## config.mk

```make
export PLATFORM = sky130hd
export DESIGN_NAME = intr_entry_seq
export DESIGN_NICKNAME = d
export VERILOG_FILES = /design/src/rtl/intr_seq_pkg.sv /design/src/rtl/intr_pend_slot.sv /design/src/rtl/intr_stack_ptr.sv /design/src/rtl/intr_entry_seq.sv
export SDC_FILE = /design/constraint.sdc
export NUM_CORES = 1
export LEC_CHECK = 0
export BUFFER_PORTS_ARGS = -buffer_cell sky130_fd_sc_hd__buf_2
export CAP_MARGIN = 30
export CORE_MARGIN = 1.5
export CORE_UTILIZATION = 40
export DETAILED_ROUTE_END_ITERATION = 6
export PLACE_DENSITY = 0.68
export SYNTH_ARGS = -nofsm -noshare
export SYNTH_HDL_FRONTEND = slang
export SYNTH_SLANG_ARGS = --single-unit
```

## constraint.sdc

```tcl
create_clock -name clk -period 1.74 [get_ports clk]
set_input_delay 0.087 -clock clk [delete_from_list [all_inputs] [get_ports clk]]
set_output_delay 0.087 -clock clk [all_outputs]
set_load 0.01 [all_outputs]
```

## src/rtl/intr_seq_pkg.sv

```systemverilog
package intr_seq_pkg;

  localparam logic [1:0] KIND_MASK = 2'd0;
  localparam logic [1:0] KIND_NMI  = 2'd1;
  localparam logic [1:0] KIND_RST  = 2'd2;

  typedef enum logic [2:0] {
    ST_IDLE,
    ST_PUSH_HI,
    ST_PUSH_LO,
    ST_PUSH_ST,
    ST_VEC_LO,
    ST_VEC_HI,
    ST_FINISH
  } seq_state_e;

  // Flag byte layout: N V 1 0 D I Z C (bit 7 down to bit 0)
  function automatic logic [7:0] pack_status(input logic c, input logic z,
                                             input logic i, input logic d,
                                             input logic v, input logic n);
    return {n, v, 1'b1, 1'b0, d, i, z, c};
  endfunction

endpackage

```

## src/rtl/intr_pend_slot.sv

```systemverilog
module intr_pend_slot
  import intr_seq_pkg::*;
(
  input  logic       clk,
  input  logic       rst,
  input  logic       req_valid,
  input  logic [1:0] req_kind,
  input  logic       take,
  output logic       pend_valid,
  output logic [1:0] pend_kind
);

  logic slot_free;
  logic load_new;

  // The slot counts as free in the cycle it is handed to the sequencer
  assign slot_free = !pend_valid || take;

  always_comb begin
    case (req_kind)
      KIND_NMI, KIND_RST: load_new = req_valid;
      KIND_MASK:          load_new = req_valid && slot_free;
      default:            load_new = 1'b0;
    endcase
  end

  always_ff @(posedge clk) begin
    if (rst) begin
      pend_valid <= 1'b0;
      pend_kind  <= KIND_MASK;
    end else if (load_new) begin
      pend_valid <= 1'b1;
      pend_kind  <= req_kind;
    end else if (take) begin
      pend_valid <= 1'b0;
    end
  end

  // a maskable request never displaces a pending one
  a_r3_keep_pending: assert property (@(posedge clk) disable iff (rst)
    (pend_valid && !take && req_valid && req_kind == KIND_MASK)
      |=> (pend_valid && $stable(pend_kind)));

  // code 3 never becomes pending
  a_r2_no_code3: assert property (@(posedge clk) disable iff (rst)
    pend_valid |-> (pend_kind != 2'd3));

endmodule

```

## src/rtl/intr_stack_ptr.sv

```systemverilog
module intr_stack_ptr #(
  parameter int AW = 16,
  parameter int SPW = 8,
  parameter int STACK_PAGE = 1
) (
  input  logic          clk,
  input  logic          rst,
  input  logic          push,
  output logic [AW-1:0] sp_addr
);

  localparam int PW = AW - SPW;
  localparam logic [PW-1:0] PAGE = PW'(STACK_PAGE);

  logic [SPW-1:0] sp_q;

  always_ff @(posedge clk) begin
    if (rst) sp_q <= '1;
    else if (push) sp_q <= sp_q - SPW'(1);
  end

  // High part is fixed, so the low part wraps within the page
  assign sp_addr = {PAGE, sp_q};

  // each push moves the pointer down by exactly one
  a_r6_push_dec: assert property (@(posedge clk) disable iff (rst)
    push |=> (sp_addr[SPW-1:0] == $past(sp_addr[SPW-1:0]) - SPW'(1)));

endmodule

```

## src/rtl/intr_entry_seq.sv

```systemverilog
module intr_entry_seq
  import intr_seq_pkg::*;
#(
  parameter int AW = 16,
  parameter int DW = 8,
  parameter int SPW = 8,
  parameter int STACK_PAGE = 1
) (
  input  logic          clk,
  input  logic          rst,
  input  logic          req_valid,
  input  logic [1:0]    req_kind,
  input  logic          boundary,
  input  logic          nmi_en,
  input  logic [AW-1:0] pc_in,
  input  logic          cur_c,
  input  logic          cur_z,
  input  logic          cur_i,
  input  logic          cur_d,
  input  logic          cur_v,
  input  logic          cur_n,
  output logic          mem_en,
  output logic          mem_we,
  output logic [AW-1:0] mem_addr,
  output logic [DW-1:0] mem_wdata,
  input  logic [DW-1:0] mem_rdata,
  output logic          busy,
  output logic          pc_load,
  output logic [AW-1:0] pc_new,
  output logic          i_new,
  output logic [AW-1:0] sp_out
);

  localparam int PW = AW - SPW;
  localparam logic [PW-1:0] PAGE = PW'(STACK_PAGE);
  localparam logic [AW-1:0] ADDR_TOP = '1;
  localparam logic [AW-1:0] VEC_MASK = ADDR_TOP - AW'(1);
  localparam logic [AW-1:0] VEC_NMI  = ADDR_TOP - AW'(5);
  localparam logic [AW-1:0] VEC_RST  = ADDR_TOP - AW'(3);

  seq_state_e    st;
  logic [1:0]    act_kind;
  logic [AW-1:0] pc_cap;
  logic [7:0]    stat_cap;
  logic          i_cap;
  logic [DW-1:0] vec_lo_q;
  logic [AW-1:0] pc_new_q;
  logic          pc_load_q;
  logic          i_new_q;

  logic          pend_valid;
  logic [1:0]    pend_kind;
  logic          take;
  logic          go;
  logic          push;
  logic [AW-1:0] sp_addr;
  logic [AW-1:0] vec_base;

  intr_pend_slot u_slot (
    .clk        (clk),
    .rst        (rst),
    .req_valid  (req_valid),
    .req_kind   (req_kind),
    .take       (take),
    .pend_valid (pend_valid),
    .pend_kind  (pend_kind)
  );

  intr_stack_ptr #(
    .AW         (AW),
    .SPW        (SPW),
    .STACK_PAGE (STACK_PAGE)
  ) u_stack (
    .clk     (clk),
    .rst     (rst),
    .push    (push),
    .sp_addr (sp_addr)
  );

  // Acceptance decision at the boundary
  always_comb begin
    take = (st == ST_IDLE) && boundary && pend_valid;
    case (pend_kind)
      KIND_MASK: go = !cur_i;
      KIND_NMI:  go = nmi_en;
      KIND_RST:  go = 1'b1;
      default:   go = 1'b0;
    endcase
  end

  always_comb begin
    case (act_kind)
      KIND_NMI: vec_base = VEC_NMI;
      KIND_RST: vec_base = VEC_RST;
      default:  vec_base = VEC_MASK;
    endcase
  end

  assign push = (st == ST_PUSH_HI) || (st == ST_PUSH_LO) || (st == ST_PUSH_ST);

  // Memory command decoded from the registered state
  always_comb begin
    mem_en    = push || (st == ST_VEC_LO) || (st == ST_VEC_HI);
    mem_we    = push;
    mem_addr  = push ? sp_addr :
                ((st == ST_VEC_HI) ? vec_base + AW'(1) : vec_base);
    case (st)
      ST_PUSH_HI: mem_wdata = pc_cap[AW-1 -: DW];
      ST_PUSH_LO: mem_wdata = pc_cap[DW-1:0];
      ST_PUSH_ST: mem_wdata = stat_cap;
      default:    mem_wdata = '0;
    endcase
  end

  always_ff @(posedge clk) begin
    if (rst) begin
      st        <= ST_IDLE;
      act_kind  <= KIND_MASK;
      pc_cap    <= '0;
      stat_cap  <= '0;
      i_cap     <= 1'b1;
      vec_lo_q  <= '0;
      pc_new_q  <= '0;
      pc_load_q <= 1'b0;
      i_new_q   <= 1'b1;
    end else begin
      pc_load_q <= 1'b0;
      case (st)
        ST_IDLE: begin
          if (take && go) begin
            act_kind <= pend_kind;
            pc_cap   <= pc_in;
            stat_cap <= pack_status(cur_c, cur_z, cur_i, cur_d, cur_v, cur_n);
            i_cap    <= cur_i;
            st       <= (pend_kind == KIND_RST) ? ST_VEC_LO : ST_PUSH_HI;
          end
        end
        ST_PUSH_HI: st <= ST_PUSH_LO;
        ST_PUSH_LO: st <= ST_PUSH_ST;
        ST_PUSH_ST: st <= ST_VEC_LO;
        ST_VEC_LO:  st <= ST_VEC_HI;
        ST_VEC_HI: begin
          vec_lo_q <= mem_rdata;
          st       <= ST_FINISH;
        end
        ST_FINISH: begin
          pc_new_q  <= {mem_rdata, vec_lo_q};
          pc_load_q <= 1'b1;
          i_new_q   <= (act_kind == KIND_NMI) ? i_cap : 1'b1;
          st        <= ST_IDLE;
        end
        default: st <= ST_IDLE;
      endcase
    end
  end

  assign busy    = (st != ST_IDLE);
  assign pc_load = pc_load_q;
  assign pc_new  = pc_new_q;
  assign i_new   = i_new_q;
  assign sp_out  = sp_addr;

  // stack writes stay inside page one
  a_r9_stack_page: assert property (@(posedge clk) disable iff (rst)
    mem_we |-> (mem_addr[AW-1:SPW] == PAGE));

  // the end of an entry always delivers the new PC
  a_r11_load_at_end: assert property (@(posedge clk) disable iff (rst)
    $fell(busy) |-> pc_load);

  // the load strobe lasts one cycle
  a_r11_load_pulse: assert property (@(posedge clk) disable iff (rst)
    pc_load |=> !pc_load);

  // a restart entry never writes the stack
  a_r8_restart_no_push: assert property (@(posedge clk) disable iff (rst)
    (busy && act_kind == KIND_RST) |-> !mem_we);

  // a masked request never starts an entry
  a_r4_masked_quiet: assert property (@(posedge clk) disable iff (rst)
    (take && pend_kind == KIND_MASK && cur_i) |=> !busy);

endmodule

```

# ---- After elaboration in Yosys (flattened, before gate mapping)
# Index checks and enable logic that the tools add are counted.
dict set report totals {
  reg_bits 66
  latch_bits 0
  ram_bits 0
  mem_bits_ro 0
  out_inout_bits 61
  wordCells 58
  n_memories 0
}
dict set report op_classes {
  add_sub_neg 2
  mul 0
  div 0
  order_cmp 0
  eq_ne 13
  shift 0
  mux 13
  n_bitwise 0
  n_reduce_logical 18
}
# op n
set op_table {}
lappend op_table {{two-way mux 16 bit} 2}
lappend op_table {{case mux 8 bit (3 select lines)} 1}
lappend op_table {{case mux 3 bit (6 select lines)} 1}
lappend op_table {{adder 16 x 1 -> 16 bit, second input constant} 1}
lappend op_table {{== test 3 bit, second input constant} 3}
lappend op_table {{subtractor 8 x 1 -> 8 bit, second input constant} 1}
lappend op_table {{== test 2 x 1 -> 1 bit, second input constant} 3}
lappend op_table {{== test 2 bit, second input constant} 3}
lappend op_table {{== test 3 x 2 -> 1 bit, second input constant} 2}
lappend op_table {{two-way mux 3 bit} 2}
lappend op_table {{case mux 3 bit (2 select lines)} 1}
lappend op_table {{logical OR 1 bit} 5}
lappend op_table {{logical AND 1 bit} 4}
lappend op_table {{logical NOT 2 bit} 2}
lappend op_table {{two-way mux 1 bit} 4}
lappend op_table {{== test 3 x 1 -> 1 bit, second input constant} 1}
lappend op_table {{logical NOT 3 bit} 1}
lappend op_table {{case mux 1 bit (3 select lines)} 1}
lappend op_table {{nonzero test 3 bit} 1}
lappend op_table {{logical NOT 1 bit} 2}
lappend op_table {{!= test 2 x 1 -> 1 bit, second input constant} 1}
lappend op_table {{case mux 1 bit (2 select lines)} 1}
lappend op_table {{AND reduction 2 bit} 1}
lappend op_table {{nonzero test 2 bit} 1}
lappend op_table {{OR reduction 2 bit} 1}

# ---- Logic depth before layout (Yosys ltp)
dict set report depth {
  ltp_word 7
  depth_mapped 6
  ltp_nobuf 5
}

# ---- Modules after synthesis
# Synthesis repeated with hierarchy kept, for this count alone.
dict set report unflattened {
  hier_cells 367
  hier_area_um2 3104.2
}
# mod instances cells_per_inst area_per_inst_um2 seq_area_each_um2
set modules_own_cells {}
lappend modules_own_cells {intr_entry_seq 1 301 2478.6 1101.1}
lappend modules_own_cells {intr_stack_ptr 1 47 425.4 160.2}
lappend modules_own_cells {intr_pend_slot 1 19 200.2 60.1}

# ---- Least setup slack after synthesis
# OpenSTA, ideal clock, no wires.
dict set report synth_timing {
  kind {reg2reg}
  from {register st[2]}
  to {register act_kind[1]}
  t_arrival_ns 1.576
  required_ns 1.668
  slack_ns 0.092
  stages_incl_launch_ff 7
  period_less_slack_ns 1.648
  cell_sequence {dfxtp_1 -> buf_6 -> or3_4 -> a2111oi_2 -> buf_4 -> buf_6 -> mux2i_1}
}
dict set report synth_via {
  elab_chain_len 5
}
# element line
set synth_rtl {}
lappend synth_rtl {{from (decl)} intr_entry_seq.sv:41} ;# seq_state_e st;
lappend synth_rtl {{from (signal assigned)} intr_entry_seq.sv:135} ;# st <= (pend_kind == KIND_RST) ? ST_VEC_LO : ST_PUSH_HI;
lappend synth_rtl {{logical NOT 3 bit (*)} {intr_entry_seq.sv:82, intr_entry_seq.sv:128}}
lappend synth_rtl {{logical AND 1 bit (2 in series)} intr_entry_seq.sv:82} ;# take = (st == ST_IDLE) && boundary && pend_valid;
lappend synth_rtl {{logical AND 1 bit} intr_entry_seq.sv:130} ;# if (take && go) begin
lappend synth_rtl {{AND reduction 2 bit (no line) (*)} n/a}
lappend synth_rtl {{to (signal assigned)} intr_entry_seq.sv:131} ;# act_kind <= pend_kind;
lappend synth_rtl {{to (decl)} intr_entry_seq.sv:42} ;# logic [1:0] act_kind;
# Mark *: on every way between the ends. The rest lies on a longest branch, timed or not.
# A chain may end at the register's enable or synchronous reset.

# ---- Final worst setup path
dict set report layout_timing {
  from {register st[1]}
  to {output mem_wdata[1]}
}
dict set report layout_via {
  elab_chain_len 2
  elab_cells_between_ends 4
  cone_classes {eq/ne: 3; mux: 1}
}
# element line
set layout_rtl {}
lappend layout_rtl {{== test 3 x 2 -> 1 bit / == test 3 x 1 -> 1 bit (equally long branches)} intr_entry_seq.sv:107} ;# case (st)
lappend layout_rtl {{case mux 8 bit (3 select lines) (*)} intr_entry_seq.sv:107}
lappend layout_rtl {{to (decl)} intr_entry_seq.sv:25} ;# output logic [DW-1:0] mem_wdata,
# Marked as above.

==> results.tsv <==
stage	metric	value	unit
yosys	async set-reset flop share out of synthesis	0	
drt	Antenna Nets Post-Route	0	
timing	final critical-path required period	1.66	ns
clock_network	H-Tree Depth	3	
clock_network	worst skew pair latency	0.34	ns
floorplan	floorplan die height	90.7	um
worst_setup_path	reg2reg path depth	3	
clock_network	total clock sinks	66	
min_path	HP Class	input port to register	
worst_setup_path	critical path's top delay family	flip-flops	
timing	Worst Setup Slack, final	0.0838	ns
worst_setup_path	Crit path depth	5	
global_routing	pin count of the biggest net entering global routing	61	
timing	pins over their slew limit	0	
worst_setup_path	flop2flop setup slack	0.11	ns
worst_setup_path	source of the worst register-to-register timing path	st[2]	
floorplan	number of top-level pins	98	
global_routing	wire length of the first global-routing pass	12400	um
drt	detailed-routing iteration count for the pre-antenna-repair pass	4	
timing	Sum Neg Setup Slack	0	ns
placed_design	final HPWL from detailed placement	4720	um
global_routing	total track usage	0.186	
global_routing	remaining global-route overflow	0	
worst_setup_path	buffers and inverters on the worst path	2	
cells_and_area	number of nets in the layout	517	
worst_setup_path	endpoint type of the worst setup path	output port	
cells_and_area	most used cells in the layout excluding fill and tap cells	nand2_1 (95), buf_2 (88), dfxtp_1 (63), mux2i_1 (28)	
worst_setup_path	Worst EP arrival	1.57	ns
cells_and_area	fraction of final layout cells with drive strength greater than 1	0.288	
worst_setup_path	worst reg2reg path endpoint	u_slot.pend_kind[0]	
yosys	EDFF count, synth	0	
pwr	cell leakage power	1.68	nW
worst_setup_path	required arrival time at the worst endpoint	1.65	ns
placed_design	minimum setup slack after placement	0.112	ns
drt	DRC violation count after routing	0	
worst_setup_path	critical path cell sequence	buf_8 > mux2_2 > a22oi_1 > nor2_1 > buf_2	
worst_setup_path	kind of critical path	register to output port	
floorplan	core region area	0.00733	mm^2
yosys	area of the mapped netlist	0.00307	mm^2
worst_setup_path	Worst setup endpoint	mem_wdata[1]	
timing	final worst clock skew	0.00874	ns
yosys	Syn Inst Count	371	
placed_design	number of buffers inserted by port buffering	88	
drt	count of routing violations after the opening detailed-route iteration	148	
worst_setup_path	critical path launch point type	register	
cells_and_area	Layout Area Growth over Synthesis	33.1	%
pwr	peak supply drop	0.509	mV
drt	routed length per instance	12.6	um
clock_network	number of clock buffers inserted by TritonCTS	9	
timing	setup repair after global routing missed its margin	false	
clock_network	clock root cell	clkbuf_8	
yosys	Cell variety after synth	44	
floorplan	die span in x	90.7	um
timing	number of endpoints with negative hold slack in the final report	0	
yosys	average cell area after synthesis	8.29	um^2
clock_network	clk buf depth	2	
yosys	sequential element share of the synthesized area	0.430	
floorplan	num rows	31	
global_routing	antenna violations before repair	0	
drt	average via count per standard cell	4.82	
clock_network	clock-pin slew reported for the worst setup and hold paths after clock tree synthesis	0.07	ns
worst_setup_path	slowest cell on the critical path	dfxtp_2	
pwr	pwr dens	831	mW/mm^2
global_routing	number of global-route vias before repair	2656	
floorplan	DIE AREA	0.00822	mm^2
worst_setup_path	timing startpoint of the critical path	st[1]	
timing	upper clock frequency limit	0.604	GHz
drt	Total Routed Length	7350	um
worst_setup_path	delay of the slowest critical-path stage	0.37	ns
clock_network	CTS tree	built	
cells_and_area	number of antenna cells inserted	0	
job	maxcap violations	0	
worst_setup_path	highest fanout seen on the critical path	10	
yosys	FF+latch count, synth	66	
outcome	status	completed	
floorplan	Initial Utilization	0.419	
timing	final cycle utilization of the critical path	0.952	
drt	total via count after detailed routing	2801	
yosys	Synth Warn #	0	
cells_and_area	most frequent standard cell in the layout excluding fill and tap cells	nand2_1	
yosys	Main synth FF type	dfxtp_1	
timing	number of endpoints failing setup at the final stage	0	
placed_design	GP Congestion	0.807	
worst min path at each step:
stage / start / end / slack, ns / depth (start not counted)
finish: req_kind[1] / u_slot.pend_kind[1] / 0.02 / 3
global route: cur_n / stat_cap[7] / 0.03 / 3
CTS: cur_d / stat_cap[3] / 0.002 / 3
detailed placement: pc_in[3] / pc_cap[3] / 0.34 / 3
global placement: pc_in[3] / pc_cap[3] / 0.33 / 3
floorplan: mem_rdata[2] / pc_new[10] / 0.22 / 2
through the flow:
step	utilization	cells	hold slack [ns]	total power, mW	cell area, um^2
6_report	0.558	581	0.0150	3.40	4090
5_1_grt	0.558	581	0.0258	3.54	4090
4_1_cts	0.556	581	0.00151	3.43	4080
3_5_place_dp	0.484	535	0.340	1.92	3550
3_3_place_gp	0.484	535	0.335	1.92	3550
2_1_floorplan	-	378	0.223	1.82	3100
report_power, final:
| group | internal (mW) | switching [mW] | total (mW) |
|---|---|---|---|
| Sequential | 1.54 | 0.0243 | 1.56 |
| Combinational | 0.184 | 0.203 | 0.387 |
| Clock | 0.848 | 0.605 | 1.45 |
| Total | 2.57 | 0.831 | 3.40 |
flip-flops by register name (all words and copies together), names as in the netlist:
signal / count
u_slot.pend_kind: 2
act_kind: 2
pc_new: 16
u_slot.pend_valid: 1
u_stack.sp_q: 8
pc_load: 1
i_cap: 1
st: 3
vec_lo_q: 8
stat_cap: 7
pc_cap: 16
i_new: 1
final cells by class:
type | count | area (um^2)
inverters | 11 | 41.3
multi-input cells | 259 | 1510
flip-flops and latches | 66 | 1330
well taps | 99 | 124
clock inverters | 6 | 88.8
repair buffers | 130 | 863
fillers | 672 | 3240
clock buffers | 10 | 138
layer usage:
layer / global-route usage / vias to the layer above / wire length [um]
li1: - / 1430 / -
met1: 0.232 / 1284 / 3320
met2: 0.309 / 73 / 3560
met3: 0.0362 / 14 / 304
met4: 0.0847 / 0 / 162
met5: 0 / - / 0
timing repair:
item	in CTS	in global routing
hold buffers	27	0
buffers inserted	3	0
hold endpoints to repair	31	0
pin swaps	1	0
gates resized for setup	3	7
setup endpoints to repair	10	9
worst register-to-register path: cells and delay by family, from the launching register on:
| family | cells | cell delay [ns] |
|---|---|---|
| simple gates | 1 | 0.55 |
| compound gates | 1 | 0.43 |
| flops | 1 | 0.34 |
| mux | 1 | 0.24 |
kinds of logic after synthesis:
family | synth area share
simple gates | 0.224
other cells | 0.00244
compound gates | 0.122
flops | 0.430
fa+ha+maj | 0.0122
buf+inv | 0.0924
mux | 0.117
Yosys cell counts (3+ instances only):
library cell / instances / area [um^2]
dfxtp_1: 66 / 1320
mux2i_1: 28 / 280
nand2_1: 95 / 357
nand2b_1: 5 / 31.3
mux2_2: 7 / 78.8
buf_6: 3 / 33.8
a21oi_1: 27 / 135
buf_4: 16 / 120
ha_1: 3 / 37.5
nor2_1: 21 / 78.8
nand3_1: 11 / 55.1
inv_1: 10 / 37.5
nor2b_1: 4 / 25.0
a31oi_1: 3 / 18.8
or3_1: 3 / 18.8
clkbuf_1: 20 / 75.1
o21ai_0: 6 / 30.0
a22oi_1: 8 / 60.1
nor4_1: 3 / 18.8
No activity file was read; power rests on OpenSTA's default activity.
